**src/rtl/ca_cipher_pkg.sv**
```systemverilog
package ca_cipher_pkg;

    localparam int CA_W = 8;

    typedef enum logic [1:0] {
        CMD_HOLD = 2'd0,
        CMD_STEP = 2'd1,
        CMD_LOAD = 2'd2
    } ca_cmd_e;

    // Key load outranks advance.
    function automatic ca_cmd_e decode_cmd(input logic load, input logic adv);
        if (load)
            return CMD_LOAD;
        else if (adv)
            return CMD_STEP;
        else
            return CMD_HOLD;
    endfunction

    function automatic logic rule30_cell(input logic l, input logic c, input logic r);
        return l ^ (c | r);
    endfunction

endpackage

```
**src/rtl/ca_rule30_next.sv**
```systemverilog
module ca_rule30_next #(
    parameter int WIDTH = ca_cipher_pkg::CA_W
) (
    input  logic [WIDTH-1:0] cells,
    output logic [WIDTH-1:0] succ
);
    import ca_cipher_pkg::*;

    // Zero-padded view: bit 0 and bit WIDTH+1 are the constant boundaries.
    localparam int PW = WIDTH + 2;
    logic [PW-1:0] padded;

    assign padded = {1'b0, cells, 1'b0};

    generate
        for (genvar i = 0; i < WIDTH; i++) begin : g_cell
            assign succ[i] = rule30_cell(padded[i+2], padded[i+1], padded[i]);
        end
    endgenerate

endmodule

```
**src/rtl/ca_state_regs.sv**
```systemverilog
module ca_state_regs #(
    parameter int WIDTH = ca_cipher_pkg::CA_W
) (
    input  logic                   clk,
    input  logic                   rst,
    input  ca_cipher_pkg::ca_cmd_e cmd,
    input  logic [WIDTH-1:0]       seed,
    input  logic [WIDTH-1:0]       succ,
    output logic [WIDTH-1:0]       cur_q,
    output logic [WIDTH-1:0]       nxt_q
);
    import ca_cipher_pkg::*;

    always_ff @(posedge clk) begin
        if (rst) begin
            cur_q <= '0;
            nxt_q <= '0;
        end else begin
            unique case (cmd)
                CMD_LOAD: begin
                    cur_q <= seed;
                    nxt_q <= '0;
                end
                CMD_STEP: begin
                    nxt_q <= succ;
                    cur_q <= succ;
                end
                default: ;
            endcase
        end
    end

    p_load_seed_r2: assert property (@(posedge clk) disable iff (rst)
        (cmd == CMD_LOAD) |=> (cur_q == $past(seed) && nxt_q == '0));

    p_pingpong_match_r4: assert property (@(posedge clk) disable iff (rst)
        (cmd == CMD_STEP) |=> (cur_q == nxt_q));

    p_idle_hold_r6: assert property (@(posedge clk) disable iff (rst)
        (cmd == CMD_HOLD) |=> ($stable(cur_q) && $stable(nxt_q)));

    p_zero_sticks_r9: assert property (@(posedge clk) disable iff (rst)
        (cur_q == '0 && cmd != CMD_LOAD) |=> (cur_q == '0));

endmodule

```
**src/rtl/ca_xor_stage.sv**
```systemverilog
module ca_xor_stage #(
    parameter int WIDTH = ca_cipher_pkg::CA_W
) (
    input  logic                   clk,
    input  logic                   rst,
    input  ca_cipher_pkg::ca_cmd_e cmd,
    input  logic [WIDTH-1:0]       succ,
    input  logic [WIDTH-1:0]       din,
    output logic [WIDTH-1:0]       dout,
    output logic                   valid
);
    import ca_cipher_pkg::*;

    always_ff @(posedge clk) begin
        if (rst) begin
            dout  <= '0;
            valid <= 1'b0;
        end else begin
            valid <= (cmd == CMD_STEP);
            if (cmd == CMD_STEP)
                dout <= succ ^ din;
            else if (cmd == CMD_LOAD)
                dout <= '0;
        end
    end

    p_valid_follows_step_r5: assert property (@(posedge clk) disable iff (rst)
        (cmd == CMD_STEP) |=> valid);

    p_valid_low_otherwise_r7: assert property (@(posedge clk) disable iff (rst)
        (cmd != CMD_STEP) |=> !valid);

endmodule

```
**src/rtl/ca_stream_cipher.sv**
```systemverilog
module ca_stream_cipher #(
    parameter int WIDTH = ca_cipher_pkg::CA_W
) (
    input  logic             clk,
    input  logic             rst,
    input  logic             key_load,
    input  logic [WIDTH-1:0] key_in,
    input  logic             advance,
    input  logic [WIDTH-1:0] data_in,
    output logic [WIDTH-1:0] keystream,
    output logic [WIDTH-1:0] data_out,
    output logic             data_valid
);
    import ca_cipher_pkg::*;

    ca_cmd_e          cmd;
    logic [WIDTH-1:0] cur_q;
    logic [WIDTH-1:0] nxt_q;
    logic [WIDTH-1:0] succ;

    assign cmd = decode_cmd(key_load, advance);

    ca_rule30_next #(.WIDTH(WIDTH)) u_rule (
        .cells (cur_q),
        .succ  (succ)
    );

    ca_state_regs #(.WIDTH(WIDTH)) u_regs (
        .clk   (clk),
        .rst   (rst),
        .cmd   (cmd),
        .seed  (key_in),
        .succ  (succ),
        .cur_q (cur_q),
        .nxt_q (nxt_q)
    );

    ca_xor_stage #(.WIDTH(WIDTH)) u_xor (
        .clk   (clk),
        .rst   (rst),
        .cmd   (cmd),
        .succ  (succ),
        .din   (data_in),
        .dout  (data_out),
        .valid (data_valid)
    );

    assign keystream = nxt_q;

    p_out_matches_key_r5: assert property (@(posedge clk) disable iff (rst)
        data_valid |-> (data_out == (keystream ^ $past(data_in))));

    p_reset_clear_r1: assert property (@(posedge clk)
        $past(rst) |-> (keystream == '0 && data_out == '0 && !data_valid));

endmodule

```
**config.mk**
```make
export PLATFORM = sky130hd
export DESIGN_NAME = ca_stream_cipher
export DESIGN_NICKNAME = d
export VERILOG_FILES = /design/src/rtl/ca_cipher_pkg.sv /design/src/rtl/ca_rule30_next.sv /design/src/rtl/ca_state_regs.sv /design/src/rtl/ca_xor_stage.sv /design/src/rtl/ca_stream_cipher.sv
export SDC_FILE = /design/constraint.sdc
export NUM_CORES = 1
export LEC_CHECK = 0
export CORE_ASPECT_RATIO = 1.2
export CORE_MARGIN = 2
export CORE_UTILIZATION = 33
export CTS_CLUSTER_SIZE = 25
export DETAILED_ROUTE_END_ITERATION = 10
export GPL_TIMING_DRIVEN = 0
export PLACE_DENSITY_LB_ADDON = 0.3
export SLEW_MARGIN = 20
export SYNTH_ARGS = -nofsm -noshare
export SYNTH_HDL_FRONTEND = slang
export SYNTH_HIERARCHICAL = 1
export SYNTH_SLANG_ARGS = --single-unit
```
**constraint.sdc**
```tcl
create_clock -name clk -period 1.75 [get_ports clk]
set_input_delay 0.35 -clock clk [delete_from_list [all_inputs] [get_ports clk]]
set_output_delay 0.35 -clock clk [all_outputs]
set_load 0.01 [all_outputs]
```
Word-level counts from Yosys, hierarchy flattened. Cells that the tools add are included. W data, S select, Z words.

Register bits after elaboration: 25. Latch bits: 0. RAM bits: 0. Memory bits (read-only): 0. Input port bits: 20. Output and inout bits: 17. Logic and storage cells: 28. Memories kept: 0.

Add/subtract/negate cells: 0. Multipliers: 0. Divide/modulo/power cells: 0. Order comparisons: 0. Eq/ne operators: 2. Shift-type cells: 0. Mux-type cells: 6. Bitwise gates (word level): 15. Reduce and logical (&&, ||, !) cells: 1.

Operator list (count): $pmux W8 S2 (2); $mux W8 (2); $xor A8 B8 Y8 (1); $or A1 B1 Y1 (7); $xor A1 B1 Y1 (7); $eq A2 B1 Y1 const B (1); $eq A2 B2 Y1 const B (1); $mux W2 (1); $reduce_bool A2 Y1 (1); $mux W1 (1).

Depth between registers and ports, before layout. Gate-level depths: netlist of the first run.

Depth in word-level cells: 5. Gate-level depth with buffers: 6. Depth with buffers taken out: 5.

By module. Netlist of the first run, hierarchy kept.

By module, submodules not included: ca_state_regs (times used 1, cells each 74, area an instance 770.7 um2, sequential area each 320.3 um2); ca_xor_stage (times used 1, cells each 40, area an instance 447.9 um2, sequential area each 180.2 um2); ca_rule30_next (times used 1, cells each 15, area an instance 97.6 um2, sequential area each 0.0 um2); ca_stream_cipher (times used 1, cells each 1, area an instance 13.8 um2, sequential area each 0.0 um2).

Worst setup path after synthesis of the first run. No wires, ideal clock.

Path type: input port to flip-flop. Start: input port advance. End: register u_xor.dout[0]. Setup time: 0.073 ns. Arrival: 1.479 ns. Required time: 1.677 ns. Slack: 0.199 ns. Stages on the path: 6. Buffers on the path: 2. Cells stage by stage: nor2b_4 ha_1 buf_6 or3b_4 buf_6 o22ai_2.

Cells in the longest elaborated chain, start to end: 4. Elaborated cells between the ends (all ways): 6. Classes of those cells: 2 x eq/ne; 3 x mux; 1 x reduce/logical.

Ends and longest elaborated chain: from (decl) (line ca_stream_cipher.sv:8) `input logic advance,`; $mux W1 (*) (line ca_cipher_pkg.sv:15) `else if (adv)`; $mux W2 (*) (line ca_cipher_pkg.sv:13) `if (load)`; $eq A2 B1 Y1 / $eq A2 B2 Y1 (equally long branches) (line ca_xor_stage.sv:20, ca_xor_stage.sv:22); $mux W8 / $reduce_bool A2 Y1 (equally long branches); to (signal assigned) (line ca_xor_stage.sv:21) `dout <= succ ^ din;`; to (decl) (line ca_xor_stage.sv:9) `output logic [WIDTH-1:0] dout,`.

Mark *: on every way between the ends. The rest lies on a longest branch, timed or not. A chain may end at the register's enable or synchronous reset.

Final worst setup path of the first run.
Start: input port advance. End: register u_xor.dout[5].

Cells in the longest elaborated chain, start to end: 4. Elaborated cells between the ends (all ways): 6. Classes of those cells: 2 x eq/ne; 3 x mux; 1 x reduce/logical.

Ends and longest elaborated chain: $mux W1 (*) (line ca_cipher_pkg.sv:15); $mux W2 (*) (line ca_cipher_pkg.sv:13); via cmd[0] (line ca_stream_cipher.sv:16) `ca_cmd_e cmd;`; $eq A2 B1 Y1 / $eq A2 B2 Y1 (equally long branches) (line ca_xor_stage.sv:20, ca_xor_stage.sv:22); $mux W8 / $reduce_bool A2 Y1 (equally long branches).

Mark *: on every way through the listed nets, which the timed path passes. The rest lies on a longest branch.

==> results of run 1 <==
synthesized netlist by cell type:
cell type / instances
dfxtp_1: 25
nand2_1: 16
xnor2_1: 14
a21oi_1: 8
mux2i_1: 8
nand3b_1: 8
o22ai_2: 8
buf_6: 6
nor2_1: 5
nor2b_1: 5
nor2b_4: 5
a211oi_1: 4
a211oi_2: 4
ha_1: 4
inv_1: 4
buf_2: 1
clkbuf_1: 1
clkbuf_2: 1
inv_2: 1
or2_1: 1
or3b_4: 1
layer usage:
layer | vias to the layer above | track usage | part of all wire
met1 | 478 | 0.1344 | 0.41
met5 | - | 0 | 0
met2 | 22 | 0.2454 | 0.55
met4 | 0 | 0.04965 | 0.011
li1 | 518 | - | -
met3 | 2 | 0.01585 | 0.031
worst paths after layout:
| kind | slack (ns) | end |
|---|---|---|
| worst min register to register | 0.46 | u_regs/nxt_q[2] |
| worst max-delay path | 0.05 | u_xor/dout[5] |
| worst min-delay path | 0.32 | u_xor/valid |
| worst max register to register | 0.37 | u_regs/cur_q[1] |
per-stage QoR:
| stage | std cells | setup TNS, ns | area (um^2) | hold slack, ns | power (mW) |
|---|---|---|---|---|---|
| 2_1_floorplan | 130 | 0 | 1330 | 0.4829 | 0.9132 |
| 3_3_place_gp | 219 | -5.204 | 1748 | 0.4512 | 1.015 |
| 3_5_place_dp | 219 | -6.229 | 1748 | 0.4527 | 1.028 |
| 4_1_cts | 223 | 0 | 1789 | 0.3125 | 1.370 |
| 5_1_grt | 223 | -0.001488 | 1792 | 0.3326 | 1.424 |
| 6_report | 223 | 0 | 1792 | 0.3165 | 1.348 |
layout make-up:
class	count	area (um^2)
plain buffers	8	70.07
clock buffers	3	41.29
clock inverters	1	5.005
fillers	392	2118
inverters	5	18.77
multi-input cells	91	732.0
flip-flops and latches	25	500.5
well taps	54	67.56
repair buffers	36	356.6
worst max-delay path: stages:
cell and delay (ns):
clkdlybuf4s50_1 0.45, nor2b_4 0.14, ha_1 0.24, buf_6 0.14
or3b_4 0.45, o22ai_2 0.11
flip-flops by register name, summed over array words and instances, names as in the netlist:
register,flops
u_regs/cur_q,8
u_regs/nxt_q,8
u_xor/dout,8
u_xor/valid,1
power breakdown:
part           switching, mW  internal, mW
Sequential            0.0283         0.598
Clock                  0.180         0.159
Combinational          0.174         0.208
Total                  0.382         0.966
cell usage in the layout (no fill, tap or decap), drive strengths merged:
cell type       n
clkdlybuf4s50  34
dfxtp          25
nand2          16
xnor2          14
nor2b          10
mux2i           8
nand3b          8
a21oi           8
o22ai           8
a211oi          8
buf             7
nor2            5
inv             5
clkbuf          5
ha              4
clkinv          1
dlygate4sd2     1
or2             1
or3b            1
logic make-up after synthesis:
logic type / share of synthesized area
and+or+nand+nor: 0.1929
DFF: 0.3763
AOI/OAI and AO/OA: 0.1656
xor gates and xnor gates: 0.09219
buffers and inverters: 0.07524
muxes: 0.06021
adders and majority gates: 0.03763
timing repair:
item,CTS,global route
setup endpoints to repair,8,15
gates resized for setup,1,1
pin swaps,0,1
setup buffers,1,0
==> results.toml, run 1 <==
[route]
viasPerCell = 4.574
vias = 1020
wl_per_cell_um = 12.15
drtIter0Drc = 26
finalWirelength_um = 2709
drc_errors = 0
firstDrtPassIters = 4
ant_nets = 0

[yosys]
synth_warnings = 6
synth_top_area_share = 0.3763
synthTopCellsByArea = "dfxtp_1, xnor2_1, o22ai_2"
postSynthCellCount = 130
yosys_register_bits = 25
seq_area_frac_synth = 0.3763
syn_area_per_cell_um2 = 10.23
yosysTopAreaCell = "dfxtp_1"
syn_nets = 154
yosysUniqueCellTypes = 21
synth_area_mm2 = 0.001330

[outcome]
status = "completed"

[global_route]
grt_pass1_wl_um = 4464
grt_pass1_vias = 1047
antenna_found_initial = 0
grt_overflow = 0
grt_use_total = 0.1282
grt_max_degree = 15

[clock_network]
cts_made_buffers = 3
cts_tree = "yes"
clockBufferDepth = 2
clkSlewWorstSetupHoldPaths_ns = 0.09
cts_root_buf = "clkbuf_8"
holdBufCountCts = 0
cts.sinks = 25
htree_levels = 1
clkLatencyLatePin_ns = 0.26

[sta]
finalCritPeriodShare = 0.9697
slew_violations = 0
hold_viol = 0
fin_skew_ns = 0.001098
finalSetupViolCount = 0
rsz0062_at_grt = "yes"
max_freq_ghz = 0.5893
slew_headroom = 0.7633
fin_ws_ns = 0.05309
worst_pin_slew_ns = 0.3526
min_period_ns = 1.697

[setup_path]
reg2regPathDepth = 5
worstReg2RegStart = "u_regs/cur_q[0]"
crit_required_ns = 1.95
cp_data_arrival_time_ns = 1.89
critical_path_class = "in2reg"
startpoint_type = "input port"
startpoint = "advance"
critPathCaptureType = "flip-flop"
path_max_fanout = 9

[hold_path]
min_path_type = "in2reg"
min-delay-start = "rst"
hold_depth = 2

[power_and_ir_drop]
p_leak_nw = 0.6323
peakVddDrop_uv = 251.0
p_per_area_mw_per_mm2 = 752.1

[layout]
area_delta_synth_final_pct = 34.71
layout-drive-gt1-share = 0.1893
nNetsFinal = 194
post-route-util = 0.4582
antenna_cells = 0

[placed_design]
dp_slack_ns = -0.3952
gp_congestion = 0.6930
portBuffers = 35
hpwl_um = 2252

[floorplan]
dieHeight_um = 73.55
core-area_mm2 = 0.003910
die_area_mm2 = 0.004556
rows = 25
ioPinCount = 37
die_w_um = 61.96
initial_utilization = 0.3402

[flow_run]
max-cap-violations = 0
No activity file was read; power rests on OpenSTA's default activity.
==> run 2, diff against run 1 <==
--- a/config.mk
+++ b/config.mk
@@ -11,7 +11,7 @@
 export CTS_CLUSTER_SIZE = 25
 export DETAILED_ROUTE_END_ITERATION = 10
 export GPL_TIMING_DRIVEN = 0
-export PLACE_DENSITY_LB_ADDON = 0.3
+export PLACE_DENSITY = 0.67
 export SLEW_MARGIN = 20
 export SYNTH_ARGS = -nofsm -noshare
 export SYNTH_HDL_FRONTEND = slang
==> run 2 against run 1 <==
  * Global-route usage increased by 0.33 points
  * Sequential share of layout area decreased by 0.12 points
  * Final area increased by 0.42%
  * Critical endpoint is now u_xor/dout[6]
  * Largest cell class unchanged
==> results.toml, run 2 (synthesis gave the netlist of run 1 again) <==
[outcome]
status = "completed"

[placed_design]
gp_congestion = 0.7002
hpwl_um = 2365
portBuffers = 35
dp_cells = 219

[route]
viasPerCell = 4.656
finalWirelength_um = 2844
wl_per_cell_um = 12.70
vias = 1043
ant_nets = 0
firstDrtPassIters = 4
drc_errors = 0
drtIter0Drc = 19

[clock_network]
clockBufferDepth = 2
cts_made_buffers = 3
holdBufCountCts = 0
clkSlewWorstSetupHoldPaths_ns = 0.08
cts_root_buf = "clkbuf_8"
htree_levels = 1
clkLatencyLatePin_ns = 0.27
cts_tree = "yes"
cts.sinks = 25

[layout]
largestRegisters = "u_regs/cur_q (8), u_regs/nxt_q (8), u_xor/dout (8)"
antenna_cells = 0
multi_input_area_um2 = 732.0
regArea_um2 = 500.5
fillers = 390
nNetsFinal = 195
layout-drive-gt1-share = 0.1941
fin_cells = 224
final_common_cell = "clkdlybuf4s50_1"
layout_common_cells = "clkdlybuf4s50_1, dfxtp_1, nand2_1"
area_delta_synth_final_pct = 35.28

[sta]
slew_headroom = 0.7570
whs_ns = 0.3150
slew_violations = 0
max_freq_ghz = 0.5948
fin_skew_ns = 0.008492
rsz0062_at_grt = "yes"
setup_tns_ns = 0
finalSetupViolCount = 0
finalCritPeriodShare = 0.9607
worst_pin_slew_ns = 0.3620
hold_viol = 0
min_period_ns = 1.681

[global_route]
grt_max_degree = 15
grt_use_total = 0.1316
grt_pass1_vias = 995
grt_overflow = 0
grt_pass1_wl_um = 4464
antenna_found_initial = 0

[floorplan]
die_w_um = 61.96
dieHeight_um = 73.55
ioPinCount = 37
rows = 25
initial_utilization = 0.3402
core-area_mm2 = 0.003910
die_area_mm2 = 0.004556

[setup_path]
critPathCaptureType = "flip-flop"
cp_data_arrival_time_ns = 1.88
r2r_slack_ns = 0.34
worstReg2RegStart = "u_regs/cur_q[1]"
reg2reg_to = "u_regs/cur_q[1]"
crit_required_ns = 1.95
reg2regPathDepth = 5
startpoint_type = "input port"
path_max_fanout = 8
critical_path_class = "in2reg"

[hold_path]
min-delay-start = "rst"
hold_end = "u_xor/valid"
hold_depth = 2
min_path_type = "in2reg"

[flow_run]
max-cap-violations = 0

[power_and_ir_drop]
peakVddDrop_uv = 341.9
p_leak_nw = 0.6365
p_per_area_mw_per_mm2 = 757.5
==> run 2: cell types whose count changed in the layout (fill, tap and decap cells not counted), sizes merged <==
cell,change
buf,+1
==> run 2: critical path, stage by stage <==
cell and delay [ns]:
clkdlybuf4s50_1 0.46, nor2b_4 0.14, ha_1 0.24, buf_6 0.12
or3b_4 0.45, o22ai_2 0.12
==> run 2: worst max path at each step <==
stage / from / end / slack (ns)
final: advance / u_xor/dout[6] / 0.07
after global routing: advance / u_xor/dout[2] / -0.009
after CTS: advance / u_xor/dout[6] / 0.02
after detailed placement: key_load / u_xor/dout[6] / -0.37
after global placement: key_load / u_xor/dout[1] / -0.32
after floorplan: advance / u_xor/dout[0] / 0.20
==> run 2: stage by stage <==
stage               cell area, um^2  power [mW]    util  worst slack [ns]
floorplan                      1330      0.9132       -            0.1987
detailed placement             1748       1.030  0.4470           -0.3745
CTS                            1789       1.375  0.4576           0.02301
global route                   1799       1.435  0.4602         -0.009461
global placement               1748       1.016  0.4470           -0.3240
finish                         1799       1.363  0.4602           0.06874
==> run 2: cell type report <==
class                      count  share of cell area
timing repair buffer          37              0.2024
tap                           54             0.03755
inverter                       5             0.01043
clock buffer                   3             0.02295
buffer                         8             0.03894
clock inverter                 1            0.002782
multi-input combinational     91              0.4068
sequential                    25              0.2782
==> run 2: layer usage <==
metal | vias to the layer above | global-route usage | routed length (um)
met1 | 493 | 0.1361 | 1165
met2 | 27 | 0.2431 | 1524
met5 | - | 0 | 0
li1 | 519 | - | -
met4 | 0 | 0.05674 | 42
met3 | 4 | 0.02817 | 111
==> run 2: repair_timing <==
item / 4_1_cts / 5_1_grt
buffers inserted: 1 / 1
pin swaps: 0 / 2
gates resized for setup: 1 / 1
setup endpoints to repair: 8 / 15
==> run 2: power breakdown <==
group | switching (mW) | total, mW | internal (mW)
clock | 0.188 | 0.347 | 0.160
combinational | 0.177 | 0.388 | 0.211
sequential | 0.0287 | 0.627 | 0.598
total | 0.394 | 1.36 | 0.969
==> run 3, diff against run 2 <==
--- a/config.mk
+++ b/config.mk
@@ -7,11 +7,11 @@
 export LEC_CHECK = 0
 export CORE_ASPECT_RATIO = 1.2
 export CORE_MARGIN = 2
-export CORE_UTILIZATION = 33
+export CORE_UTILIZATION = 30
 export CTS_CLUSTER_SIZE = 25
 export DETAILED_ROUTE_END_ITERATION = 10
 export GPL_TIMING_DRIVEN = 0
-export PLACE_DENSITY = 0.67
+export PLACE_DENSITY = 0.62
 export SLEW_MARGIN = 20
 export SYNTH_ARGS = -nofsm -noshare
 export SYNTH_HDL_FRONTEND = slang
==> run 3 against run 2 <==
  * Die area grew 9.4%
  * First-iteration DRC count is 32% lower
  * Non-clock buffer count decreased by 2
  * Register-to-register slack about the same
  * Core utilization down 4.0 points
  * Clock power down 2%
  * Combinational power decreased by 1%
  * Sequential share of layout area rose by 0.12 points
  * Largest cell class unchanged
  * Global-route usage shrank 2.0 points
==> results.toml, run 3 (synthesis gave the netlist of run 1 again) <==
[sta]
setup_tns_ns = 0
whs_ns = 0.3088
finalCritPeriodShare = 0.9374
slew_violations = 0
min_period_ns = 1.641
rsz0062_at_grt = "no"
max_freq_ghz = 0.6096
hold_viol = 0
finalSetupViolCount = 0
worst_pin_slew_ns = 0.4033
fin_skew_ns = 0.002074
slew_headroom = 0.7292

[route]
viasPerCell = 4.567
vias = 1023
firstDrtPassIters = 4
drtIter0Drc = 13
drc_errors = 0
finalWirelength_um = 2742
wl_per_cell_um = 12.24
ant_nets = 0

[setup_path]
cp_data_arrival_time_ns = 1.84
critical_path_class = "in2reg"
critPathCaptureType = "flip-flop"
max_stage_delay_ns = 0.45
path_delay_family = "buffers and inverters"
startpoint_type = "input port"
cp_num_buf_inv = 2
crit_slowest_cell = "clkdlybuf4s50_1"
crit_required_ns = 1.95
path_max_fanout = 10
cp_cell_sequence = "clkdlybuf4s50_1 > nor2b_4 > ha_1 > buf_6 > nand3b_1 > a21oi_1"

[power_and_ir_drop]
totalPowerFinal_mw = 1.349
p_leak_nw = 0.6243
peakVddDrop_uv = 251.7
p_per_area_mw_per_mm2 = 753.2

[clock_network]
clockBufferDepth = 2
cts_made_buffers = 3
cts_tree = "yes"
htree_levels = 1
cts.sinks = 25
clkLatencyLatePin_ns = 0.27
holdBufCountCts = 0
cts_root_buf = "clkbuf_8"
clkSlewWorstSetupHoldPaths_ns = 0.08

[global_route]
grt_pass1_wl_um = 4485
grt_pass1_vias = 1000
grt_max_degree = 14
grt_overflow = 0
grt_use_total = 0.1119
antenna_found_initial = 0

[layout]
antenna_cells = 0
final_common_cell = "clkdlybuf4s50_1"
fillers = 414
layout-drive-gt1-share = 0.1786
nNetsFinal = 193
area_delta_synth_final_pct = 34.71
largestRegisters = "u_regs/cur_q (8), u_regs/nxt_q (8), u_xor/dout (8)"
layout_common_cells = "clkdlybuf4s50_1, dfxtp_1, nand2_1"
fin_cells = 224

[placed_design]
portBuffers = 35
hpwl_um = 2278
dp_cells = 221
gp_congestion = 0.7247

[floorplan]
core-area_mm2 = 0.004262
die_w_um = 64.78
ioPinCount = 37
initial_utilization = 0.3121
rows = 26
dieHeight_um = 76.94
die_area_mm2 = 0.004984

[flow_run]
max-cap-violations = 0

[hold_path]
min_path_type = "in2reg"

[outcome]
status = "completed"
run 3: changes by cell type in the layout (fill, tap and decap cells not counted), sizes merged:
cell | before | now
buf | 8 | 6
clkinv | 1 | 0
clkbuf | 5 | 6
run 3: layer usage:
layer / vias to the layer above / part of all wire / global-route usage
met5: - / 0 / 0
met4: 0 / 0.0051 / 0.03191
met3: 2 / 0.049 / 0.01760
met2: 35 / 0.52 / 0.2124
met1: 471 / 0.42 / 0.1248
li1: 515 / - / -
run 3: worst register-to-register path, cell delays in order (launching register included):
cell      delay (ns)
dfxtp_1         0.40
inv_1           0.06
ha_1            0.19
xnor2_1         0.30
mux2i_1         0.16
a211oi_2        0.21
run 3: layout make-up:
| cell class | instances | area, um^2 | share of cell area |
|---|---|---|---|
| multi-input combinational | 91 | 742.0 | 0.4141 |
| sequential | 25 | 500.5 | 0.2793 |
| timing repair buffer | 36 | 356.6 | 0.1990 |
| tap | 56 | 70.07 | 0.03911 |
| buffer | 7 | 58.81 | 0.03282 |
| clock buffer | 4 | 45.04 | 0.02514 |
| inverter | 5 | 18.77 | 0.01047 |
run 3: repair_timing:
action / 4_1_cts / 5_1_grt
gates resized for setup: 1 / 1
endpoints found under the setup margin: 8 / 8
hold endpoints to repair: 0 / 0
buffers inserted: 0 / 1
pin swaps: 1 / 1
run 3: path summary, 6_finish.rpt:
path / slack (ns) / end / cells after the start / start
worst min register to register: 0.47 / u_regs/nxt_q[0] / 2 / u_regs/nxt_q[0]
worst max-delay path: 0.11 / u_regs/nxt_q[5] / 6 / advance
worst max register to register: 0.35 / u_regs/cur_q[1] / 5 / u_regs/cur_q[1]
worst min-delay path: 0.31 / u_xor/valid / 2 / rst
run 3: power by group:
| group | total [mW] | switching (mW) | leakage (nW) | internal [mW] |
|---|---|---|---|---|
| sequential | 0.627 | 0.0286 | 0.204 | 0.598 |
| combinational | 0.383 | 0.176 | 0.398 | 0.207 |
| clock | 0.340 | 0.177 | 0.0228 | 0.163 |
run 3: stage by stage:
step	cell area, um^2	util	setup WS [ns]
6_report	1792	0.4204	0.1095
5_1_grt	1792	0.4204	0.01616
4_1_cts	1783	0.4184	0.01397
3_5_place_dp	1750	0.4107	-0.3627
3_3_place_gp	1750	0.4107	-0.3283
2_1_floorplan	1330	-	0.1987
